**src/rtl/emr_seq_pkg.sv**
```systemverilog
// Package: shared types for the extended mode register sequencer.
// Assumes: a two-bit command code is enough for the commands issued here.
package emr_seq_pkg;

    typedef enum logic [1:0] {
        CMD_NOP    = 2'b00,
        CMD_PREALL = 2'b01,
        CMD_EMRS   = 2'b10
    } dram_cmd_e;

    typedef enum logic [2:0] {
        ST_IDLE,
        ST_PREALL,
        ST_WAIT_RP,
        ST_EMRS,
        ST_WAIT_MRD
    } seq_state_e;

    typedef struct packed {
        logic [2:0] wr_cyc;
        logic [1:0] odt_sel;
        logic [1:0] drv_sel;
        logic       low_pwr;
        logic       dll_on;
    } emr_cfg_t;

    localparam int EMR_FIELD_BITS = 9;

endpackage

```
**src/rtl/emr_word_build.sv**
```systemverilog
// Module: emr_word_build
// Turns a configuration record into the extended mode register address word.
// It also checks the write-recovery count against the recovery time.
// Assumes: ADDR_W >= EMR_FIELD_BITS; CLK_PS and TWR_PS are given in picoseconds.
module emr_word_build
    import emr_seq_pkg::*;
#(
    parameter int ADDR_W = 12,
    parameter int CLK_PS = 5000,
    parameter int TWR_PS = 15000
) (
    input  emr_cfg_t          cfg,
    output logic [ADDR_W-1:0] word,
    output logic              wr_short
);

    localparam int PAD_W = ADDR_W - EMR_FIELD_BITS;

    logic [EMR_FIELD_BITS-1:0] fields;
    logic [31:0]               wr_time_ps;

    // Purpose: place each configuration field on its address bits.
    always_comb begin
        fields[1:0] = cfg.drv_sel;
        fields[3:2] = cfg.odt_sel;
        fields[4]   = cfg.wr_cyc[0];
        fields[5]   = cfg.wr_cyc[1];
        fields[6]   = ~cfg.dll_on;
        fields[7]   = cfg.wr_cyc[2];
        fields[8]   = cfg.low_pwr;
    end

    // Zero-fill the bits above the defined fields when the bus is wider.
    generate
        if (PAD_W > 0) begin : g_pad
            assign word = {{PAD_W{1'b0}}, fields};
        end else begin : g_nopad
            assign word = fields[ADDR_W-1:0];
        end
    endgenerate

    // Purpose: flag a recovery count whose duration falls short of TWR_PS.
    always_comb begin
        wr_time_ps = 32'(cfg.wr_cyc) * 32'(CLK_PS);
        wr_short   = (wr_time_ps < 32'(TWR_PS));
    end

endmodule

```
**src/rtl/emr_seq_fsm.sv**
```systemverilog
// Module: emr_seq_fsm
// Drives the command sequence: precharge-all, the row-precharge wait,
// the mode-register command, the mode-register wait, then idle.
// Assumes: T_RP >= 1 and T_MRD >= 1, both in clock cycles.
module emr_seq_fsm
    import emr_seq_pkg::*;
#(
    parameter int T_RP  = 3,
    parameter int T_MRD = 4
) (
    input  logic      clk,
    input  logic      rst_n,
    input  logic      req_valid,
    output logic      req_ack,
    output logic      accept,
    output logic      emrs_fire,
    output logic      busy,
    output dram_cmd_e cmd
);

    localparam int CNT_MAX = (T_RP > T_MRD) ? T_RP : T_MRD;
    localparam int CNT_W   = (CNT_MAX > 1) ? $clog2(CNT_MAX) : 1;
    localparam logic [CNT_W-1:0] RP_LOAD  = CNT_W'(T_RP - 1);
    localparam logic [CNT_W-1:0] MRD_LOAD = CNT_W'(T_MRD - 1);

    seq_state_e       state;
    logic [CNT_W-1:0] wait_cnt;

    assign req_ack   = (state == ST_IDLE);
    assign accept    = req_valid && req_ack;
    assign emrs_fire = (state == ST_EMRS);
    assign busy      = !req_ack;

    // Purpose: map the current state to the command on the bus.
    always_comb begin
        unique case (state)
            ST_PREALL: cmd = CMD_PREALL;
            ST_EMRS:   cmd = CMD_EMRS;
            default:   cmd = CMD_NOP;
        endcase
    end

    // Purpose: advance the sequence and count down each wait interval.
    always_ff @(posedge clk) begin
        if (!rst_n) begin
            state    <= ST_IDLE;
            wait_cnt <= '0;
        end else begin
            unique case (state)
                ST_IDLE: begin
                    if (accept) begin
                        state    <= ST_PREALL;
                        wait_cnt <= RP_LOAD;
                    end
                end
                ST_PREALL, ST_WAIT_RP: begin
                    if (wait_cnt == '0) begin
                        state    <= ST_EMRS;
                        wait_cnt <= MRD_LOAD;
                    end else begin
                        state    <= ST_WAIT_RP;
                        wait_cnt <= wait_cnt - 1'b1;
                    end
                end
                ST_EMRS, ST_WAIT_MRD: begin
                    if (wait_cnt == '0) begin
                        state <= ST_IDLE;
                    end else begin
                        state    <= ST_WAIT_MRD;
                        wait_cnt <= wait_cnt - 1'b1;
                    end
                end
                default: state <= ST_IDLE;
            endcase
        end
    end

endmodule

```
**src/rtl/dll_lock_timer.sv**
```systemverilog
// Module: dll_lock_timer
// Tracks whether the DLL is on and holds off READ for LOCK_CYC cycles
// after each enable: a mode-register write with the DLL set, or a
// self-refresh exit. Reads are also held off while the bus is busy.
// Assumes: LOCK_CYC >= 2; sr_exit is a single-cycle pulse.
module dll_lock_timer #(
    parameter int LOCK_CYC = 1000
) (
    input  logic clk,
    input  logic rst_n,
    input  logic emrs_fire,
    input  logic dll_on_req,
    input  logic sr_exit,
    input  logic busy,
    output logic rd_permit
);

    localparam int LCK_W = $clog2(LOCK_CYC);
    localparam logic [LCK_W-1:0] LCK_LOAD = LCK_W'(LOCK_CYC - 1);

    logic             dll_q;
    logic [LCK_W-1:0] lock_cnt;

    // Purpose: load the lock window on each enable event, else count down.
    always_ff @(posedge clk) begin
        if (!rst_n) begin
            dll_q    <= 1'b0;
            lock_cnt <= '0;
        end else if (emrs_fire) begin
            dll_q    <= dll_on_req;
            lock_cnt <= dll_on_req ? LCK_LOAD : '0;
        end else if (sr_exit) begin
            dll_q    <= 1'b1;
            lock_cnt <= LCK_LOAD;
        end else if (lock_cnt != '0) begin
            lock_cnt <= lock_cnt - 1'b1;
        end
    end

    assign rd_permit = dll_q && (lock_cnt == '0) && !busy;

endmodule

```
**src/rtl/emr_prog_seq.sv**
```systemverilog
// Module: emr_prog_seq (top)
// Takes a configuration on a valid/ack handshake, captures it, and runs the
// precharge-all / mode-register sequence. It shows the word on the address
// bus only in the command cycle and reports the read lockout.
// Assumes: a single clock domain; the configuration is valid with req_valid.
module emr_prog_seq
    import emr_seq_pkg::*;
#(
    parameter int ADDR_W   = 12,
    parameter int T_RP     = 3,
    parameter int T_MRD    = 4,
    parameter int LOCK_CYC = 1000,
    parameter int CLK_PS   = 5000,
    parameter int TWR_PS   = 15000
) (
    input  logic              clk,
    input  logic              rst_n,
    input  logic              req_valid,
    output logic              req_ack,
    input  logic [2:0]        cfg_wr,
    input  logic [1:0]        cfg_rtt,
    input  logic [1:0]        cfg_drv,
    input  logic              cfg_lowpwr,
    input  logic              cfg_dll_en,
    input  logic              sr_exit,
    output logic [1:0]        cmd_o,
    output logic [1:0]        ba_o,
    output logic [ADDR_W-1:0] addr_o,
    output logic              cfg_err,
    output logic              rd_permit
);

    localparam logic [1:0] EMR_BANK = 2'b01;

    emr_cfg_t          cfg_in;
    emr_cfg_t          cfg_q;
    logic [ADDR_W-1:0] word;
    logic              wr_short_in;
    logic              wr_short_unused;
    logic              accept;
    logic              emrs_fire;
    logic              busy;
    dram_cmd_e         cmd;

    // Purpose: gather the configuration ports into one record.
    always_comb begin
        cfg_in.wr_cyc  = cfg_wr;
        cfg_in.odt_sel = cfg_rtt;
        cfg_in.drv_sel = cfg_drv;
        cfg_in.low_pwr = cfg_lowpwr;
        cfg_in.dll_on  = cfg_dll_en;
    end

    // Evaluates the recovery check on the incoming request.
    emr_word_build #(
        .ADDR_W (ADDR_W),
        .CLK_PS (CLK_PS),
        .TWR_PS (TWR_PS)
    ) u_chk_in (
        .cfg      (cfg_in),
        .word     (),
        .wr_short (wr_short_in)
    );

    // Builds the word from the captured configuration.
    emr_word_build #(
        .ADDR_W (ADDR_W),
        .CLK_PS (CLK_PS),
        .TWR_PS (TWR_PS)
    ) u_word (
        .cfg      (cfg_q),
        .word     (word),
        .wr_short (wr_short_unused)
    );

    emr_seq_fsm #(
        .T_RP  (T_RP),
        .T_MRD (T_MRD)
    ) u_fsm (
        .clk       (clk),
        .rst_n     (rst_n),
        .req_valid (req_valid),
        .req_ack   (req_ack),
        .accept    (accept),
        .emrs_fire (emrs_fire),
        .busy      (busy),
        .cmd       (cmd)
    );

    dll_lock_timer #(
        .LOCK_CYC (LOCK_CYC)
    ) u_lock (
        .clk        (clk),
        .rst_n      (rst_n),
        .emrs_fire  (emrs_fire),
        .dll_on_req (cfg_q.dll_on),
        .sr_exit    (sr_exit),
        .busy       (busy),
        .rd_permit  (rd_permit)
    );

    // Purpose: capture the configuration and its recovery check on acceptance.
    always_ff @(posedge clk) begin
        if (!rst_n) begin
            cfg_q   <= '0;
            cfg_err <= 1'b0;
        end else if (accept) begin
            cfg_q   <= cfg_in;
            cfg_err <= wr_short_in;
        end
    end

    assign cmd_o  = cmd;
    assign addr_o = emrs_fire ? word : '0;
    assign ba_o   = emrs_fire ? EMR_BANK : 2'b00;

endmodule

```
**config.mk**
```make
export PLATFORM = sky130hd
export DESIGN_NAME = emr_prog_seq
export DESIGN_NICKNAME = d
export VERILOG_FILES = /design/src/rtl/emr_seq_pkg.sv /design/src/rtl/emr_word_build.sv /design/src/rtl/emr_seq_fsm.sv /design/src/rtl/dll_lock_timer.sv /design/src/rtl/emr_prog_seq.sv
export SDC_FILE = /design/constraint.sdc
export NUM_CORES = 1
export LEC_CHECK = 0
export BUFFER_PORTS_ARGS = -buffer_cell sky130_fd_sc_hd__buf_2
export CORE_ASPECT_RATIO = 1.25
export CORE_MARGIN = 10
export CORE_UTILIZATION = 50
export CTS_BUF_LIST = sky130_fd_sc_hd__clkbuf_4 sky130_fd_sc_hd__clkbuf_8 sky130_fd_sc_hd__clkbuf_16
export DETAILED_ROUTE_END_ITERATION = 8
export PLACE_DENSITY = 0.72
export SLEW_MARGIN = 20
export SYNTH_ARGS = -nofsm -noshare
export SYNTH_HDL_FRONTEND = slang
export SYNTH_SLANG_ARGS = --single-unit
export TNS_END_PERCENT = 20
```
**constraint.sdc**
```tcl
create_clock -name clk -period 6.5 [get_ports clk]
set_input_delay 0.325 -clock clk [delete_from_list [all_inputs] [get_ports clk]]
set_output_delay 0.325 -clock clk [all_outputs]
set_load 0.02 [all_outputs]
```
==> metrics, run 1 <==
Seq cells post-synth 26; CTS tree done; cell area after layout 1710 sq um; clock skew 0.00736 ns; layout cell share with drive strength beyond 1 17.1%; Final Non-Filler Cells 247; Clk Latency, worst-skew pair 0.31 ns; worst hold path type input port to flop; Clock Pin Slew Worst Setup and Hold Paths 0.13 ns; Seq pwr share 46.4%; placed cells 244; dpl ws 3.87 ns; initial antenna violation count 0; post-route setup TNS 0 ns; # nets final 238; M1 GR Usage 11.1%; Routed Antenna Nets 0; post-synthesis sequential area ratio 33.3%; Slew HR 55.1%; n_diodes 0; clock power share 14.2%; status completed; Ys Warns 0; cts-stage hold buffer count 0; GP Congestion 0.827; CP Class flop to primary output; DR WL/cell 13.7 um; Worst Path Required 6.17 ns; period utilization 37.8%; syn avg cell area 8.19 sq um; Post-synth ARST share 0%; 1st-iter DRT viols 57; synth-to-layout area growth 9.36%; DR vias/cell 5.30; worst setup margin 4.05 ns; global route overflow 0; fmax 408 MHz; Logic pwr share 39.4%; gr busiest metal met2; power per cell area 272 nW/um^2; RSZ-0062 raised after global routing no; DRC violations left 0; most frequent cells in the layout 27 x buf_2, 26 x dfxtp_1, 25 x nand2_1; final slew viol count 0; Critical Path Sink Type primary output; ranking of synthesized cells by area dfxtp_1 33%, ha_1 7.2%, a21oi_1 7.0%, nand2_1 6.0%, xnor2_1 5.6%; core footprint 2970 sq um; site row count 22; H-tree depth 1; Die Ht 82.5 um; detailed placement HPWL 2670 um; drt first pass iters 4; maximum fanout along the worst path 7; Die Area 5780 sq um; critical path's slowest cell or3b_2; CP startpoint kind flop; crit path cell chain inv_1, ha_1, or3b_2, nor4_4, and3_1, buf_2; port buffer count 27; final hold viol count 0; Int Pwr 285 uW; Filler cells 296; Die Wd 70.0 um; Initial Util 52.6%; Leakage 0.763 nW; Clock Path Buffers 2; Top FF cell, synth dfxtp_1; WHS 0.240 ns; Worst Tran Pin Value 0.671 ns; Post-synth EDFFs 0; # IOs 32; first-pass GRT wire length 5570 um; final setup fails 0; max-cap violations 0; switching share of power 38.8%; min Tclk post-route 2.45 ns; Post-Syn Instances 191; area share of the largest cell type after synthesis 33.3%; Distinct cells, synth 42; Sink Count 26; final wirelength 3390 um; final core occ 57.5%; clock root cell clkbuf_4; CTS resizes 0; largest net degree at the start of global routing 17; Cell Area, Placed 1690 sq um; total power draw 466 uW; met2 usage 23.0%; # Post-CTS Setup Buffers 0; GRT met3 Usage 1.79%; CP peak stage delay 0.52 ns; Arr. time, crit path 2.13 ns; Mapped Area 1560 sq um; Num CTS Buffers 3; area leader, netlist dfxtp_1; worst vdd ir 0.000145 V; NetSw 181 uW; vias post-DR 1310; GRT Total Usage 11.5%; vias in the first global route 1303; commonest non-fill, non-tap cell in the layout buf_2
==> path summary, 6_finish.rpt <==
path / from / to / slack (ns) / cells past startpoint
setup / recovery: u_lock.lock_cnt[1] / rd_permit / 4.05 / 6
hold / removal: cfg_rtt[0] / cfg_q[4] / 0.24 / 3
setup reg to reg: u_fsm.state[2] / cfg_err / 4.44 / 5
hold reg to reg: cfg_q[8] / cfg_q[8] / 0.46 / 2
==> state kept, by name (all words and copies together) (netlist names) <==
signal,count
u_fsm.state,3
u_lock.dll_q,1
u_fsm.wait_cnt,2
u_lock.lock_cnt,10
cfg_q,9
cfg_err,1
==> per-layer routing <==
metal | routed length [um] | part of all wire (%) | up-vias
li1 | - | - | 682
met3 | 58 | 1.7 | 2
met4 | 40 | 1.2 | 0
met5 | 0 | 0 | -
met1 | 1350 | 40 | 610
met2 | 1940 | 57 | 16
==> area by class of cell <==
class | count | area [sq um] | area share, %
multi-input combinational | 143 | 942 | 55.1
sequential | 26 | 520 | 30.4
timing repair buffer | 27 | 135 | 7.90
inverter | 12 | 45.0 | 2.63
tap | 36 | 45.0 | 2.63
clock buffer | 3 | 22.5 | 1.32
==> cell families after synthesis <==
group	Yosys count	share of synthesized area, %
simple gates	75	25.4
compound gates	39	15.4
flops	26	33.3
buf+inv	25	7.20
fa+ha+maj	12	11.0
xor+xnor	11	6.16
mux	2	1.28
other cells	1	0.240
==> cells in the mapped netlist (all sizes together), types with 2 or more instances <==
master	count
dfxtp	26
nor2	12
nor4	2
xnor2	10
and3b	2
nand3	2
nor3	10
a211oi	2
o21a	2
nand2	26
inv	12
ha	9
a21oi	22
mux2i	2
o21ai	4
fa	3
a311oi	3
buf	5
nand2b	3
clkbuf	8
and2	9
==> worst max-delay path: cells and delay by family (launching register included) <==
kind                     cells  cell delay [ns]
flip-flops                   1             0.33
buffers and inverters        2             0.24
adder cells (fa/ha/maj)      1             0.18
AND/OR/NAND/NOR              3             1.07
==> power by group through the flow <==
stage	registers (mW)	clock network, mW	logic, mW
floorplan	0.206	0	0.156
global placement	0.217	0	0.175
detailed placement	0.219	0	0.184
CTS	0.215	0.0701	0.184
global route	0.221	0.0770	0.206
finish	0.216	0.0662	0.183
Note: power is estimated with default switching activity, not from simulation.
==> run 2, diff against run 1 <==
Settings changed: CORE_UTILIZATION 50 to 49, PLACE_DENSITY 0.72 to 0.73.
Clock period 6.5 ns to 2.2 ns, I/O delays scaled along.
==> run 2 against run 1 <==
- register-to-register slack got worse by 4.1 ns
- wire length fell by 4.7%
- critical endpoint unchanged
- clock skew fell by 0.0059 ns
- global-route usage fell by 0.31 points
- combinational power rose to 3.3 times the previous value
- largest cell class unchanged
==> metrics, run 2 (synthesis results as in run 1) <==
area occupied by registers 520 sq um; final core occ 60.8%; final hold viol count 0; Critical Path Sink Type primary output; n_diodes 0; Filler cells 266; Clock Pin Slew Worst Setup and Hold Paths 0.14 ns; fmax 487 MHz; global route overflow 0; final setup fails 0; worst hold path type input port to flop; synth-to-layout area growth 16.6%; GRT Total Usage 11.2%; Slew HR 65.8%; CTS tree done; vias post-DR 1328; # nets final 250; H-tree depth 1; Initial Util 52.1%; most frequent cells in the layout 27 x buf_2, 26 x dfxtp_1, 25 x nand2_1; layout cell share with drive strength beyond 1 20.5%; Arr. time, crit path 1.94 ns; Worst Tran Pin Value 0.513 ns; area of the multi-input gates 945 sq um; Die Wd 70.5 um; dpl ws -0.0998 ns; Die Area 5870 sq um; detailed placement HPWL 2490 um; max reg flops 10; final slew viol count 0; CP Class flop to primary output; DRC violations left 0; Routed Antenna Nets 0; Clock Path Buffers 2; clock root cell clkbuf_4; # IOs 32; GP Congestion 0.793; Leakage 0.828 nW; CP startpoint kind flop; Clk Latency, worst-skew pair 0.32 ns; site row count 22; Num CTS Buffers 3; worst setup margin 0.149 ns; commonest non-fill, non-tap cell in the layout buf_2; largest net degree at the start of global routing 17; clock skew 0.00150 ns; worst vdd ir 0.000531 V; DR WL/cell 12.4 um; port buffer count 27; Die Ht 83.2 um; post-route setup TNS 0 ns; initial antenna violation count 0; power per cell area 791 nW/um^2; max-cap violations 0; RSZ-0062 raised after global routing no; maximum fanout along the worst path 4; period utilization 93.2%; first-pass GRT wire length 5690 um; largest reg by FF count u_lock.lock_cnt; final wirelength 3230 um; drt first pass iters 4; DR vias/cell 5.11; status completed; biggest regs u_lock.lock_cnt (10), cfg_q (9), u_fsm.state (3); core footprint 3000 sq um; 1st-iter DRT viols 73; min Tclk post-route 2.05 ns; Worst Path Required 2.09 ns; Sink Count 26; vias in the first global route 1285
[run 2: cell count changes in the layout (fill, tap and decap cells not counted)]
cell and change:
or3b_4 +1, or3b_2 -1, dlygate4sd3_1 +3, clkbuf_8 +1, buf_4 +9
[run 2: final cells by class]
cell class,count,share of cell area [%]
tap,36,2.47
sequential,26,28.5
clock buffer,4,1.99
multi-input combinational,143,51.8
timing repair buffer,39,12.8
inverter,12,2.47
[run 2: power breakdown]
group          switching, mW  internal [mW]
sequential            0.0528          0.554
combinational          0.340          0.258
clock                  0.138          0.101
total                  0.531          0.912
[run 2: per-layer routing]
metal	GRT usage (%)	share of wire, %
met1	12.1	42
met2	20.0	53
met3	3.21	4.1
met4	3.69	1.2
met5	0	0
[run 2: what timing repair did]
action / CTS / global route
pin swaps: 1 / 0
endpoints found under the hold margin: 1 / 2
gates resized for setup: 0 / 1
setup buffers: 1 / 0
setup endpoints to repair: 1 / 1
hold buffers: 1 / 2
[run 2: path summary, 6_finish.rpt]
kind	startpoint	end	slack (ns)	depth (start not counted)
max	u_lock.lock_cnt[1]	rd_permit	0.15	6
min	cfg_drv[1]	cfg_q[3]	0.01	3
max reg2reg	u_lock.lock_cnt[1]	u_lock.lock_cnt[2]	0.35	8
min reg2reg	cfg_q[1]	cfg_q[1]	0.46	2
[run 2: critical path, stage by stage, from the launching register on]
cell and delay [ns]:
dfxtp_1 0.33, inv_1 0.08, ha_1 0.18, or3b_4 0.42
nor4_4 0.26, and3_1 0.19, buf_2 0.16
[run 2: metrics by stage]
stage          hold slack [ns]  total power [mW]  std cells  instance area [sq um]
3_3_place_gp             0.351              1.20        252                   1750
2_1_floorplan            0.235              1.07        194                   1580
3_5_place_dp             0.357              1.21        252                   1750
4_1_cts               0.000376              1.46        258                   1800
5_1_grt                0.00272              1.57        260                   1820
6_report                0.0128              1.44        260                   1820
